[src/rtl/skip_pkg.sv]
package skip_pkg;

    typedef enum logic [2:0] {
        COND_EQ  = 3'd0,
        COND_NE  = 3'd1,
        COND_LT  = 3'd2,
        COND_GE  = 3'd3,
        COND_LTU = 3'd4,
        COND_GEU = 3'd5,
        COND_CYS = 3'd6,
        COND_CYC = 3'd7
    } skip_cond_e;

    typedef struct packed {
        logic       is_cmp;
        logic       carry_form;
        skip_cond_e cond;
        logic       is_prefix;
        logic       no_intr;
    } slot_ctl_t;

    // A cancelled slot of this kind leaves the skip armed for its partner.
    function automatic logic keeps_skip(slot_ctl_t s);
        return s.is_prefix;
    endfunction

    // Slots across which interrupt entry must not be taken.
    function automatic logic blocks_irq(slot_ctl_t s);
        return s.is_prefix | s.is_cmp | s.no_intr;
    endfunction

endpackage

[src/rtl/skip_cond_eval.sv]
module skip_cond_eval
    import skip_pkg::*;
#(
    parameter int W = 16
) (
    input  skip_cond_e     cond,
    input  logic           carry_form,
    input  logic [W-1:0]   op_a,
    input  logic [W-1:0]   op_b,
    input  logic           carry,
    output logic           hit
);
    localparam int XW = W + 1;

    logic          borrow;
    logic [XW-1:0] borrow_x;
    logic [XW-1:0] udiff;
    logic [XW-1:0] sdiff;
    logic          is_zero;

    assign borrow   = carry_form & carry;
    assign borrow_x = {{W{1'b0}}, borrow};
    assign udiff    = {1'b0, op_a} - {1'b0, op_b} - borrow_x;
    assign sdiff    = {op_a[W-1], op_a} - {op_b[W-1], op_b} - borrow_x;
    assign is_zero  = (udiff[W-1:0] == '0);

    always_comb begin
        unique case (cond)
            COND_EQ:  hit = is_zero;
            COND_NE:  hit = ~is_zero;
            COND_LT:  hit = sdiff[W];
            COND_GE:  hit = ~sdiff[W];
            COND_LTU: hit = udiff[W];
            COND_GEU: hit = ~udiff[W];
            COND_CYS: hit = carry;
            default:  hit = ~carry;
        endcase
    end

endmodule

[src/rtl/skip_flag_ctrl.sv]
module skip_flag_ctrl
    import skip_pkg::*;
(
    input  logic      clk,
    input  logic      rst,
    input  logic      valid,
    input  slot_ctl_t ctl,
    input  logic      hit,
    output logic      armed,
    output logic      kill
);
    logic armed_d;

    always_comb begin
        kill    = valid & armed;
        armed_d = armed;
        if (valid) begin
            if (armed)
                armed_d = keeps_skip(ctl);
            else
                armed_d = ctl.is_cmp & hit;
        end
    end

    always_ff @(posedge clk) begin
        if (rst)
            armed <= 1'b0;
        else
            armed <= armed_d;
    end

endmodule

[src/rtl/skip_predicate_unit.sv]
module skip_predicate_unit
    import skip_pkg::*;
#(
    parameter int W = 16
) (
    input  logic         clk,
    input  logic         rst,
    input  logic         in_valid,
    input  logic         in_is_cmp,
    input  logic         in_carry_form,
    input  logic [2:0]   in_cond,
    input  logic         in_is_prefix,
    input  logic         in_no_intr,
    input  logic [W-1:0] in_op_a,
    input  logic [W-1:0] in_op_b,
    input  logic         in_carry,
    output logic         out_kill,
    output logic         out_irq_hold
);
    slot_ctl_t ctl;
    logic      hit;
    logic      skip_q;

    assign ctl = '{is_cmp:     in_is_cmp,
                   carry_form: in_carry_form,
                   cond:       skip_cond_e'(in_cond),
                   is_prefix:  in_is_prefix,
                   no_intr:    in_no_intr};

    skip_cond_eval #(.W(W)) eval_i (
        .cond       (ctl.cond),
        .carry_form (ctl.carry_form),
        .op_a       (in_op_a),
        .op_b       (in_op_b),
        .carry      (in_carry),
        .hit        (hit)
    );

    skip_flag_ctrl flag_i (
        .clk   (clk),
        .rst   (rst),
        .valid (in_valid),
        .ctl   (ctl),
        .hit   (hit),
        .armed (skip_q),
        .kill  (out_kill)
    );

    assign out_irq_hold = skip_q | (in_valid & blocks_irq(ctl));

endmodule

[config.mk]
export PLATFORM = sky130hd
export DESIGN_NAME = skip_predicate_unit
export DESIGN_NICKNAME = d
export VERILOG_FILES = /design/src/rtl/skip_pkg.sv /design/src/rtl/skip_cond_eval.sv /design/src/rtl/skip_flag_ctrl.sv /design/src/rtl/skip_predicate_unit.sv
export SDC_FILE = /design/constraint.sdc
export NUM_CORES = 1
export LEC_CHECK = 0
export ABC_CLOCK_PERIOD_IN_PS = 3200
export BUFFER_PORTS_ARGS = -buffer_cell sky130_fd_sc_hd__buf_2
export CORE_MARGIN = 8
export CORE_UTILIZATION = 39
export DETAILED_ROUTE_END_ITERATION = 12
export HOLD_SLACK_MARGIN = 0.05
export PLACE_DENSITY = 0.65
export SYNTH_ARGS = -nofsm -noshare
export SYNTH_HDL_FRONTEND = slang
export SYNTH_SLANG_ARGS = --single-unit
[constraint.sdc]
create_clock -name clk -period 3.2 [get_ports clk]
set_clock_uncertainty 0.1 [all_clocks]
set_input_delay 0.32 -clock clk [delete_from_list [all_inputs] [get_ports clk]]
set_output_delay 0.32 -clock clk [all_outputs]
set_load 0.01 [all_outputs]
==> parameters.txt, run 1 <==
Parameter                              Value

Place
  Placed Instances    between 300 and 400
  Area of placed instances    around 0.0021 mm^2
  Gpl congestion    0.947
  Detailed-placement wirelength estimate    ~3800 um
  Setup Slack @ Placement    -0.236 ns
  IO buf count    44

Global route
  Met3 Resource Use GR    under 10%
  Met1 usage    17.8%
  Overall track demand over capacity in global routing    around 14%
  Largest net degree at the start of global routing    10
  Via count of the first global-routing pass    1733
  Initial antenna violation count    0
  First-pass GRT wire length    around 7600 um
  Highest-utilization routing layer at the global route stage    met2
  Grt total ovfl    0
  Met2 capacity usage during global routing    between 20% and 30%

STA
  Timing-limited maximum frequency    about 290 MHz
  Transition at the pin with the smallest max-transition slack    0.566 ns
  Final setup violation count    1
  Share of the clock period used by the worst path    108%
  Hold violation count in the final report    0
  Worst slew margin    roughly 62%
  Number of max-slew violations in the final report    0
  Slack of the critical path    -0.246 ns
  Setup total negative slack    -0.246 ns
  Min Tclk post-route    approximately 3.4 ns
  RSZ-0062 raised after global routing    true

CTS
  Clock Latency Late Sink    0 ns
  Clock slew seen by the registers of the worst setup and hold paths    0 ns
  Setup bufs post-CTS    0

Layout
  Area Overhead vs Synth    39.1%
  Number of flip-flops in the largest register    1
  Fin nets    between 300 and 400
  Inserted Diodes    0
  Register name with the most flops    flag_i.armed
  Top Registers    flag_i.armed (1)
  Filler-free cell count of the finished design    ~350
  Post-layout instance area    0.00217 mm^2
  Proportion of layout cells with a drive suffix above 1    a little under a third

Yosys
  Synthesized Nets    roughly 300
  Sequential cell area fraction in the yosys report    approximately 1.3%
  Post-Synth Simple-Gate Area    23.4%
  Synth async-reset ratio    0%
  Avg Inst Size Synth    ~6.7 um^2
  Number of enable flip-flop cells after synthesis    0
  Multiplexer fraction of the synthesized cell area    less than 1%
  Yosys warnings    0
  Area share of xor/xnor cells in the synthesized design    3.37%
  Synth Cell Area    about 0.0016 mm^2
  Synthesized-area fraction occupied by adder cells    between 20% and 30%
  Mapped Cells    233
  Post-synth cell types    52
  Register bit count reported by yosys    1
  Main combinational cell family by area after synthesis    compound AO/OA/AOI/OAI gates
  Commonest register cell after synthesis    dfxtp_1
  Compound-Gate Fraction of Synth Area    about 29%

Worst setup path
  Top delay family on crit path    simple AND/OR/NAND/NOR gates
  Buffers and inverters on the worst path    1
  Type of the setup path with the least slack    in -> reg
  Largest fanout on the critical path    2
  Signal arrival time at the worst endpoint    roughly 3.3 ns
  Endpoint required time on the critical path    ~3 ns
  Worst path most repeated cell    or4_1
  Setup crit end kind    flop
  CP Launch Type    primary input
  Worst path max stage delay    around 0.5 ns
  Cell chain of the critical path    buf_6 -> fa_1 -> ha_1 -> xnor2_1 -> o21ai_1 -> or4_1 -> or4_4 -> nor4_4 -> o2111ai_2 -> or4_1 -> nand3_1
  CP max-delay cell    fa_1

Detailed routing
  Number of violations reported at the end of detailed-routing iteration 0    145
  Pre-antenna DRT Iters    4
  Number of nets with antenna violations after routing    0
  Detailed-route wire length per cell    12.8 um
  DR vias    1854
  Routed via count divided by cell count    around 5.3
  Total DRC errors in the routed layout    0
  Post-Route WL    4500 um

Pwr
  Lkg Pwr    around 1.2 nW
  Power density over cell area    about 240 mW/mm^2
  Worst vdd ir    0.000120 V

Die
  Initial Util    about two fifths
  Area enclosed by the die boundary    between 0.006 and 0.007 mm^2
  Chip Width    just under 80 um
  Total core area    just under 0.004 mm^2
  Die Ht    between 70 and 80 um
  Boundary pin count    45
  Row Count    23

Outcome
  Status    finished, violations left
  Failing checks    negative setup slack

Hold path
  Type of the worst min-delay path    reg -> reg

Job
  Max-cap violation count    0
[cells in the final DEF (no fill, tap or decap), types with 3 or more instances in the layout]
cell type  synthesis  final
ha_1              31     27
nand4_1            3      3
a211oi_1           6      6
nand2b_1           6      6
and3_1             3      3
nor2_1            11     11
a31oi_1            3      3
a21o_1             3      3
o21ai_0           11     10
nand3_1            6      6
o21a_1             3      3
nor3_1             7      6
a21oi_1           12     12
buf_6              1      4
inv_1             55     51
buf_2              1     40
ha_4               0      4
xnor2_1            4      4
or3_1              4      4
o31ai_1            6      6
inv_2              0      4
buf_4              0     31
nand2_1           11     10
[layout make-up]
class                   instances  area, um^2
fillers                       420        1740
multi-input cells             171        1410
repair buffers                 75         478
inverters                      55         206
well taps                      50        62.6
flip-flops and latches          1        20.0
[synth_stat cells (2+ instances only)]
cell,number,area (um^2)
o31ai_1,6,45.0
nand3_1,6,30.0
o211ai_1,2,15.0
a211oi_1,6,45.0
a21oi_1,12,60.1
nor3_1,7,35.0
nand2_1,11,41.3
o211a_1,2,20.0
and2_1,2,12.5
a31oi_1,3,18.8
inv_1,55,206
nand3b_1,2,15.0
clkbuf_1,4,15.0
or3_1,4,25.0
nand4_1,3,18.8
a21o_1,3,22.5
o21a_1,3,22.5
o21ai_0,11,55.1
fa_1,2,40.0
nor2b_1,2,12.5
nand2b_1,6,37.5
xnor2_1,4,35.0
ha_1,31,388
or4_1,3,22.5
xor2_1,2,17.5
nor2_1,11,41.3
and3_1,3,18.8
o2111ai_1,2,17.5
nor4_1,2,12.5
[timing repair]
| action | CTS | global route |
|---|---|---|
| hold buffers | 0 | 0 |
| endpoints found under the hold margin | 0 | 0 |
| setup endpoints to repair | 1 | 1 |
| gates resized for setup | 7 | 12 |
| pin swaps | 3 | 4 |
[stage by stage]
step | utilization (%) | power, mW | hold WS [ns]
after floorplan | - | 0.321 | 0.382
after global placement | 52.8 | 0.486 | 0.433
after detailed placement | 52.8 | 0.492 | 0.423
after CTS | 53.5 | 0.501 | 0.426
after global routing | 55.5 | 0.588 | 0.476
final | 55.5 | 0.531 | 0.421
[report_power, final]
part	total [mW]	switching (mW)	internal, mW	leakage, nW
registers	0.0145	0.000748	0.0137	0.00817
clock network	0	0	0	0
logic	0.516	0.265	0.251	1.16
total	0.531	0.266	0.265	1.17
[per-layer routing]
layer / part of all wire, % / vias to the layer above / wire (um)
met3: 5.9 / 0 / 264
met2: 51 / 52 / 2280
met5: 0 / - / 0
met4: 0 / 0 / 0
li1: - / 961 / -
met1: 44 / 841 / 1960
[tightest hold or removal path: stages (launching register included)]
cell	delay, ns
dfxtp_1	0.33
o31ai_1	0.09
nand3_1	0.06
[cells by family after synthesis]
| group | count (synthesis) |
|---|---|
| and+or+nand+nor | 67 |
| AOI/OAI and AO/OA | 64 |
| buffers and inverters | 61 |
| DFF | 1 |
| adders and majority gates | 33 |
| xor gates and xnor gates | 6 |
| muxes | 1 |
[path summary, 6_finish.rpt]
path / startpoint / endpoint / slack, ns / cells after the start
min reg2reg: flag_i.armed / flag_i.armed / 0.42 / 2
max: in_op_a[0] / flag_i.armed / -0.25 / 11
min: flag_i.armed / flag_i.armed / 0.42 / 2
max reg2reg: flag_i.armed / flag_i.armed / 1.43 / 5
Note: power is estimated with default switching activity, not from simulation.
==> inputs of run 2 (changes only) <==
--- a/config.mk
+++ b/config.mk
@@ -5,13 +5,13 @@
 export SDC_FILE = /design/constraint.sdc
 export NUM_CORES = 1
 export LEC_CHECK = 0
+export ABC_AREA = 1
 export ABC_CLOCK_PERIOD_IN_PS = 3200
 export BUFFER_PORTS_ARGS = -buffer_cell sky130_fd_sc_hd__buf_2
 export CORE_MARGIN = 8
 export CORE_UTILIZATION = 39
 export DETAILED_ROUTE_END_ITERATION = 12
 export HOLD_SLACK_MARGIN = 0.05
-export PLACE_DENSITY = 0.65
 export SYNTH_ARGS = -nofsm -noshare
 export SYNTH_HDL_FRONTEND = slang
 export SYNTH_SLANG_ARGS = --single-unit
==> run 2 against run 1 <==
Net effect:
- the flow now finishes without violations
- critical path depth rose by 8
- final area shrank 6.3%
- worst hold slack worse by 0.049 ns
- flip-flop and latch count unchanged
- critical endpoint unchanged
- largest cell class unchanged
==> parameters.txt, run 2 <==
Parameter                              Value

Die
  Area enclosed by the die boundary    approximately 0.0069 mm^2
  Chip Width    83.0 um
  Initial Util    roughly 40%
  Total core area    0.00435 mm^2
  Die Ht    ~83 um
  Boundary pin count    45
  Row Count    24

Yosys
  Leading area contributor after synthesis    nand2_1
  Post-synth cell types    23
  Number of enable flip-flop cells after synthesis    0
  Register bit count reported by yosys    1
  Sequential cell area fraction in the yosys report    1.14%
  Synth async-reset ratio    0%
  Top post-synthesis cells by area    nand2_1 24%, ha_1 22%, inv_1 21%
  Avg Inst Size Synth    around 5 um^2
  Synth Cell Area    about 0.0018 mm^2
  Proportion of netlist area held by the largest area contributor    around a quarter
  Mapped Cells    around 340
  Most instantiated library cell after synthesis    nand2_1
  Yosys warnings    0
  Post-synth top cells    114 x nand2_1, 96 x inv_1, 31 x ha_1, 24 x nand3_1, 19 x nor2_1
  Commonest register cell after synthesis    dfxtp_1
  Synthesized Nets    about 420

Layout
  Final-layout fill cell count    540
  Register name with the most flops    flag_i.armed
  Top Registers    flag_i.armed (1)
  Final design utilization    between 40% and 50%
  Area Overhead vs Synth    16.3%
  Top library cells by usage in the layout, fill and taps aside    114 x nand2_1, 96 x inv_1, 44 x buf_2
  Number of flip-flops in the largest register    1
  Most common cell after layout, fill and taps aside    nand2_1
  Proportion of layout cells with a drive suffix above 1    between 15 and 20%
  Fin nets    around 460
  Inserted Diodes    0

Detailed routing
  Detailed-route wire length per cell    9.14 um
  Post-Route WL    around 4000 um
  Number of violations reported at the end of detailed-routing iteration 0    85
  Pre-antenna DRT Iters    5
  Met3 WL    roughly 150 um
  Met2 wire length    1930 um
  Total DRC errors in the routed layout    0
  DR vias    about 2000
  Highest metal layer used by the detailed router    met3
  Number of nets with antenna violations after routing    0
  Routed via count divided by cell count    roughly 4.6
  Wire length on met1    1930 um

STA
  Number of max-slew violations in the final report    0
  Timing-limited maximum frequency    about 370 MHz
  Min Tclk post-route    roughly 2.7 ns
  Final setup violation count    0
  RSZ-0062 raised after global routing    false
  Hold violation count in the final report    0
  Transition at the pin with the smallest max-transition slack    between 0.3 and 0.4 ns
  Setup total negative slack    0 ns
  Share of the clock period used by the worst path    85.4%
  Worst slew margin    between 70% and 80%

CTS
  Count of hold-fix buffers inserted at cts    0
  Setup bufs post-CTS    0
  Clock Latency Late Sink    0 ns
  Clock slew seen by the registers of the worst setup and hold paths    0 ns
  Number of instances resized during post-cts repair    0

Worst setup path
  Cell chain of the critical path    buf_2 -> nand2_1 -> fa_1 -> inv_1 -> ha_1 -> o21ai_0 -> nand2_1 -> nand2_1 -> nand2_1 -> nand2_1 -> nand3_1 -> nand2_1 -> nand2_1 -> nor2_1 -> nand3_1 -> nand2_1 -> nand3_1 -> nand2_1 -> a21oi_2
  RR Startpoint    flag_i.armed
  CP max-delay cell    fa_1
  Setup crit end kind    flop
  Worst path most repeated cell    nand2_1
  Number of cells traversed by the worst register-to-register path    3
  Reg-to-reg endpoint    flag_i.armed
  Largest fanout on the critical path    3
  Worst path max stage delay    between 0.5 and 0.6 ns
  CP Launch Type    primary input
  Endpoint required time on the critical path    ~3.0 ns
  Signal arrival time at the worst endpoint    between 2 and 3 ns
  Setup slack of the worst register-to-register path    approximately 2.4 ns
  Type of the setup path with the least slack    in -> reg

Global route
  Overall track demand over capacity in global routing    between 10% and 20%
  Via count of the first global-routing pass    between 1500 and 2000
  Grt total ovfl    0
  Initial antenna violation count    0
  Largest net degree at the start of global routing    8
  First-pass GRT wire length    slightly above 7000 um

Pwr
  Lkg Pwr    1.39 nW
  Post-layout power    0.457 mW
  Power density over cell area    between 200 and 250 mW/mm^2
  Worst vdd ir    roughly 0.000092 V

Outcome
  Status    finished, final reports clean

Hold path
  Type of the worst min-delay path    reg -> reg
  Worst hold path startpoint    flag_i.armed
  Hold worst-path end    flag_i.armed
  Hold Path Cell Cnt    2

Place
  IO buf count    44
  Gpl congestion    ~0.85
  Detailed-placement wirelength estimate    between 3000 and 4000 um

Job
  Max-cap violation count    0
-- run 2: per-stage QoR --
step	instance area [um^2]	instances	worst slack, ns	hold WS, ns
6_report	2040	438	0.466	0.372
2_1_floorplan	1750	342	0.855	0.354
3_3_place_gp	2040	438	0.472	0.380
5_1_grt	2040	438	0.191	0.433
4_1_cts	2040	438	0.466	0.373
3_5_place_dp	2040	438	0.471	0.373
-- run 2: worst max-delay path by stage --
stage	startpoint	end	cells after the start
floorplan	in_op_b[0]	flag_i.armed	18
CTS	in_carry	flag_i.armed	19
global placement	in_op_a[11]	flag_i.armed	18
detailed placement	in_carry	flag_i.armed	19
global route	in_carry	flag_i.armed	18
finish	in_carry	flag_i.armed	19
-- run 2: power by group --
group          internal, mW  switching, mW  total, mW
Sequential           0.0137       0.000391     0.0141
Clock                     0              0          0
Combinational         0.170          0.273      0.443
Total                 0.184          0.274      0.457
-- run 2: cells by family (layout without fill, tap and decap cells) --
logic type / count (synthesis) / in the layout / synth area share, %
XOR/XNOR: 1 / 1 / 0.500
AO/OA/AOI/OAI: 22 / 22 / 7.43
adder cells (fa/ha/maj): 33 / 33 / 24.4
flip-flops: 1 / 1 / 1.14
buffers and inverters: 100 / 144 / 21.4
AND/OR/NAND/NOR: 185 / 185 / 45.0
-- run 2: final cells by class --
class | count | area [um^2] | area share, %
Timing Repair Buffer | 44 | 220 | 10.8
Tap cell | 52 | 65.1 | 3.20
Multi-Input combinational cell | 241 | 1360 | 66.6
Inverter | 100 | 375 | 18.4
Sequential cell | 1 | 20.0 | 0.983
-- run 2: routing by layer --
metal	GRT usage, %	up-vias
li1	-	1121
met1	13.8	848
met2	21.8	28
met3	1.37	0
met4	0	0
met5	0	-
-- run 2: worst max-delay path: cells and delay by family --
| kind | cells | cell delay (ns) |
|---|---|---|
| AND/OR/NAND/NOR | 13 | 1.05 |
| adder cells (fa/ha/maj) | 2 | 0.70 |
| buffers and inverters | 2 | 0.16 |
| AO/OA/AOI/OAI | 2 | 0.27 |
==> inputs of run 3 (changes only) <==
--- a/config.mk
+++ b/config.mk
@@ -9,9 +9,11 @@
 export ABC_CLOCK_PERIOD_IN_PS = 3200
 export BUFFER_PORTS_ARGS = -buffer_cell sky130_fd_sc_hd__buf_2
 export CORE_MARGIN = 8
-export CORE_UTILIZATION = 39
+export CORE_UTILIZATION = 50
 export DETAILED_ROUTE_END_ITERATION = 12
 export HOLD_SLACK_MARGIN = 0.05
+export PLACE_DENSITY = 0.79
 export SYNTH_ARGS = -nofsm -noshare
 export SYNTH_HDL_FRONTEND = slang
+export SYNTH_HIERARCHICAL = 1
 export SYNTH_SLANG_ARGS = --single-unit
==> run 3 against run 2 <==
Net effect:
- maximum frequency decreased by 1.1%
- core utilization increased by 14 points
- cell count increased by 0.46%
- synthesized area increased by 1.8%
- wire length decreased by 0.90%
- synthesized cell count increased by 2.3%
- critical path depth increased by 3
- global-route usage increased by 2.7 points
- worst hold slack improved by 0.094 ns
- final area increased by 1.2%
- highest routed layer is now met4
==> parameters.txt, run 3 <==
Parameter                              Value

Outcome
  Status    finished, final reports clean

Hold path
  Type of the worst min-delay path    reg -> reg

Detailed routing
  DR vias    around 2000
  Pre-antenna DRT Iters    4
  Number of nets with antenna violations after routing    0
  Post-Route WL    about 4000 um
  Detailed-route wire length per cell    between 9 and 10 um
  Routed via count divided by cell count    approximately 4.6
  Total DRC errors in the routed layout    0
  Number of violations reported at the end of detailed-routing iteration 0    93

Pwr
  Combinational share of power    between 90% and 100%
  Lkg Pwr    around 1.4 nW
  Switching part of the total power    60.0%
  Portion of total power attributed to sequential cells    between 3 and 4%
  Worst vdd ir    about 0.00010 V
  Power spent charging and discharging nets    approximately 0.27 mW
  Clock network power share    0%
  Power density over cell area    between 200 and 250 mW/mm^2
  Cell-internal power    between 0.15 and 0.2 mW

Yosys
  Synthesized Nets    approximately 430
  Post-synth top cells    111 x nand2_1, 108 x inv_1, 31 x ha_1, 27 x nand3_1, 24 x nor2_1
  Leading area contributor after synthesis    nand2_1
  Number of enable flip-flop cells after synthesis    0
  Most instantiated library cell after synthesis    nand2_1
  Avg Inst Size Synth    between 5 and 6 um^2
  Yosys warnings    6
  Top post-synthesis cells by area    nand2_1 23%, inv_1 23%, ha_1 22%
  Commonest register cell after synthesis    dfxtp_1
  Proportion of netlist area held by the largest area contributor    a little under a quarter
  Post-synth cell types    21
  Register bit count reported by yosys    1
  Sequential cell area fraction in the yosys report    under 10%
  Mapped Cells    between 300 and 400
  Synth async-reset ratio    0%
  Synth Cell Area    0.00178 mm^2

STA
  Worst slew margin    between 80% and 90%
  Number of max-slew violations in the final report    0
  Post-Route Hold Slack    about 0.47 ns
  Share of the clock period used by the worst path    a little under nine tenths
  Timing-limited maximum frequency    roughly 360 MHz
  Setup total negative slack    0 ns
  Min Tclk post-route    between 2 and 3 ns
  Hold violation count in the final report    0
  RSZ-0062 raised after global routing    false
  Transition at the pin with the smallest max-transition slack    about 0.24 ns
  Final setup violation count    0

Layout
  Area Overhead vs Synth    15.6%
  Multi-input gate area in the final layout    about 0.0014 mm^2
  Top Registers    flag_i/armed (1)
  Most common cell after layout, fill and taps aside    nand2_1
  Final-layout fill cell count    approximately 370
  Fin nets    about 470
  Inserted Diodes    0
  Seq. cell area    approximately 20 um^2
  Number of flip-flops in the largest register    1
  Proportion of layout cells with a drive suffix above 1    between 15 and 20%
  Top library cells by usage in the layout, fill and taps aside    111 x nand2_1, 108 x inv_1, 44 x buf_2
  Register name with the most flops    flag_i/armed

Place
  Gpl congestion    slightly above 0.9
  IO buf count    44
  Detailed-placement wirelength estimate    roughly 3600 um

Global route
  Overall track demand over capacity in global routing    between 10 and 15%
  First-pass GRT wire length    slightly below 7000 um
  Largest net degree at the start of global routing    8
  Via count of the first global-routing pass    around 1900
  Initial antenna violation count    0
  Grt total ovfl    0

CTS
  Count of hold-fix buffers inserted at cts    0
  Clock Latency Late Sink    0 ns
  Clock slew seen by the registers of the worst setup and hold paths    0 ns
  Setup bufs post-CTS    0
  Number of instances resized during post-cts repair    0

Worst setup path
  Endpoint required time on the critical path    2.99 ns
  Signal arrival time at the worst endpoint    2.55 ns
  CP Launch Type    primary input
  Type of the setup path with the least slack    in -> reg
  Largest fanout on the critical path    3
  Setup crit end kind    flop

Die
  Row Count    21
  Chip Width    around 76 um
  Total core area    approximately 0.0034 mm^2
  Initial Util    52.6%
  Die Ht    approximately 76 um
  Area enclosed by the die boundary    roughly 0.0057 mm^2
  Boundary pin count    45

Job
  Max-cap violation count    0
[run 3: changes by cell type after synthesis, sizes merged, moves of 3 or more]
| cell | before | now |
|---|---|---|
| inv | 100 | 109 |
| nand3 | 24 | 30 |
| nor3 | 10 | 4 |
| nor2 | 20 | 25 |
| nand4 | 2 | 6 |
| a21oi | 14 | 11 |
| and2 | 2 | 5 |
| nand3b | 5 | 2 |
| o21ai | 5 | 2 |
[run 3: worst max-delay path: stages]
cell and delay (ns):
buf_2 0.11, fa_1 0.56, ha_1 0.15, inv_1 0.03
nand2_1 0.11, nand2_1 0.08, nand2_1 0.12, nand2_1 0.08
nand2_1 0.10, nand2_1 0.06, nand2_1 0.08, nand2_1 0.05
nor2_1 0.09, nand3_1 0.10, nor2_1 0.09, nand3_1 0.07
nand2_1 0.07, nand3_1 0.06, nand3_1 0.09, nand2_1 0.05
inv_1 0.06, nor2_2 0.03
[run 3: metal layers]
layer  wire length [um]  vias up  track usage, %
met5                  0        -               0
met4                 38        0            2.77
met3                146        6           0.789
met2               1950       31            27.2
met1               1840      853            16.3
li1                   -     1131               -
[run 3: cell type report]
cell class / count / area share, %
multi-input cells: 240 / 65.7
well taps: 46 / 2.79
repair buffers: 44 / 10.7
inverters: 109 / 19.9
flip-flops and latches: 1 / 0.972
[run 3: cell families after synthesis]
logic type                 Yosys count  synth area share, %
buffers and inverters              109                 23.0
adders and majority gates           33                 24.0
AOI/OAI and AO/OA                   15                 4.85
and+or+nand+nor                    192                 47.1
DFF                                  1                 1.12
[run 3: power groups by stage]
| stage | Sequential, mW | Clock, mW | Combinational, mW |
|---|---|---|---|
| detailed placement | 0.0146 | 0 | 0.439 |
| global route | 0.0147 | 0 | 0.519 |
| CTS | 0.0146 | 0 | 0.442 |
| global placement | 0.0145 | 0 | 0.430 |
| floorplan | 0.0143 | 0 | 0.340 |
| finish | 0.0146 | 0 | 0.441 |
[run 3: metrics by stage]
step	area (um^2)	power [mW]	util (%)	worst slack, ns	cells
finish	2060	0.456	60.8	0.436	440
global route	2060	0.533	60.8	0.148	440
CTS	2060	0.456	60.8	0.420	440
detailed placement	2060	0.454	60.8	0.446	440
global placement	2060	0.444	60.8	0.452	440
floorplan	1780	0.354	-	0.822	350
[run 3: path summary, 6_finish.rpt]
| kind | cells past startpoint | from | slack [ns] | to |
|---|---|---|---|---|
| hold / removal | 4 | flag_i/armed | 0.47 | flag_i/armed |
| setup reg to reg | 3 | flag_i/armed | 2.43 | flag_i/armed |
| hold reg to reg | 4 | flag_i/armed | 0.47 | flag_i/armed |
| setup / recovery | 22 | in_op_a[0] | 0.44 | flag_i/armed |
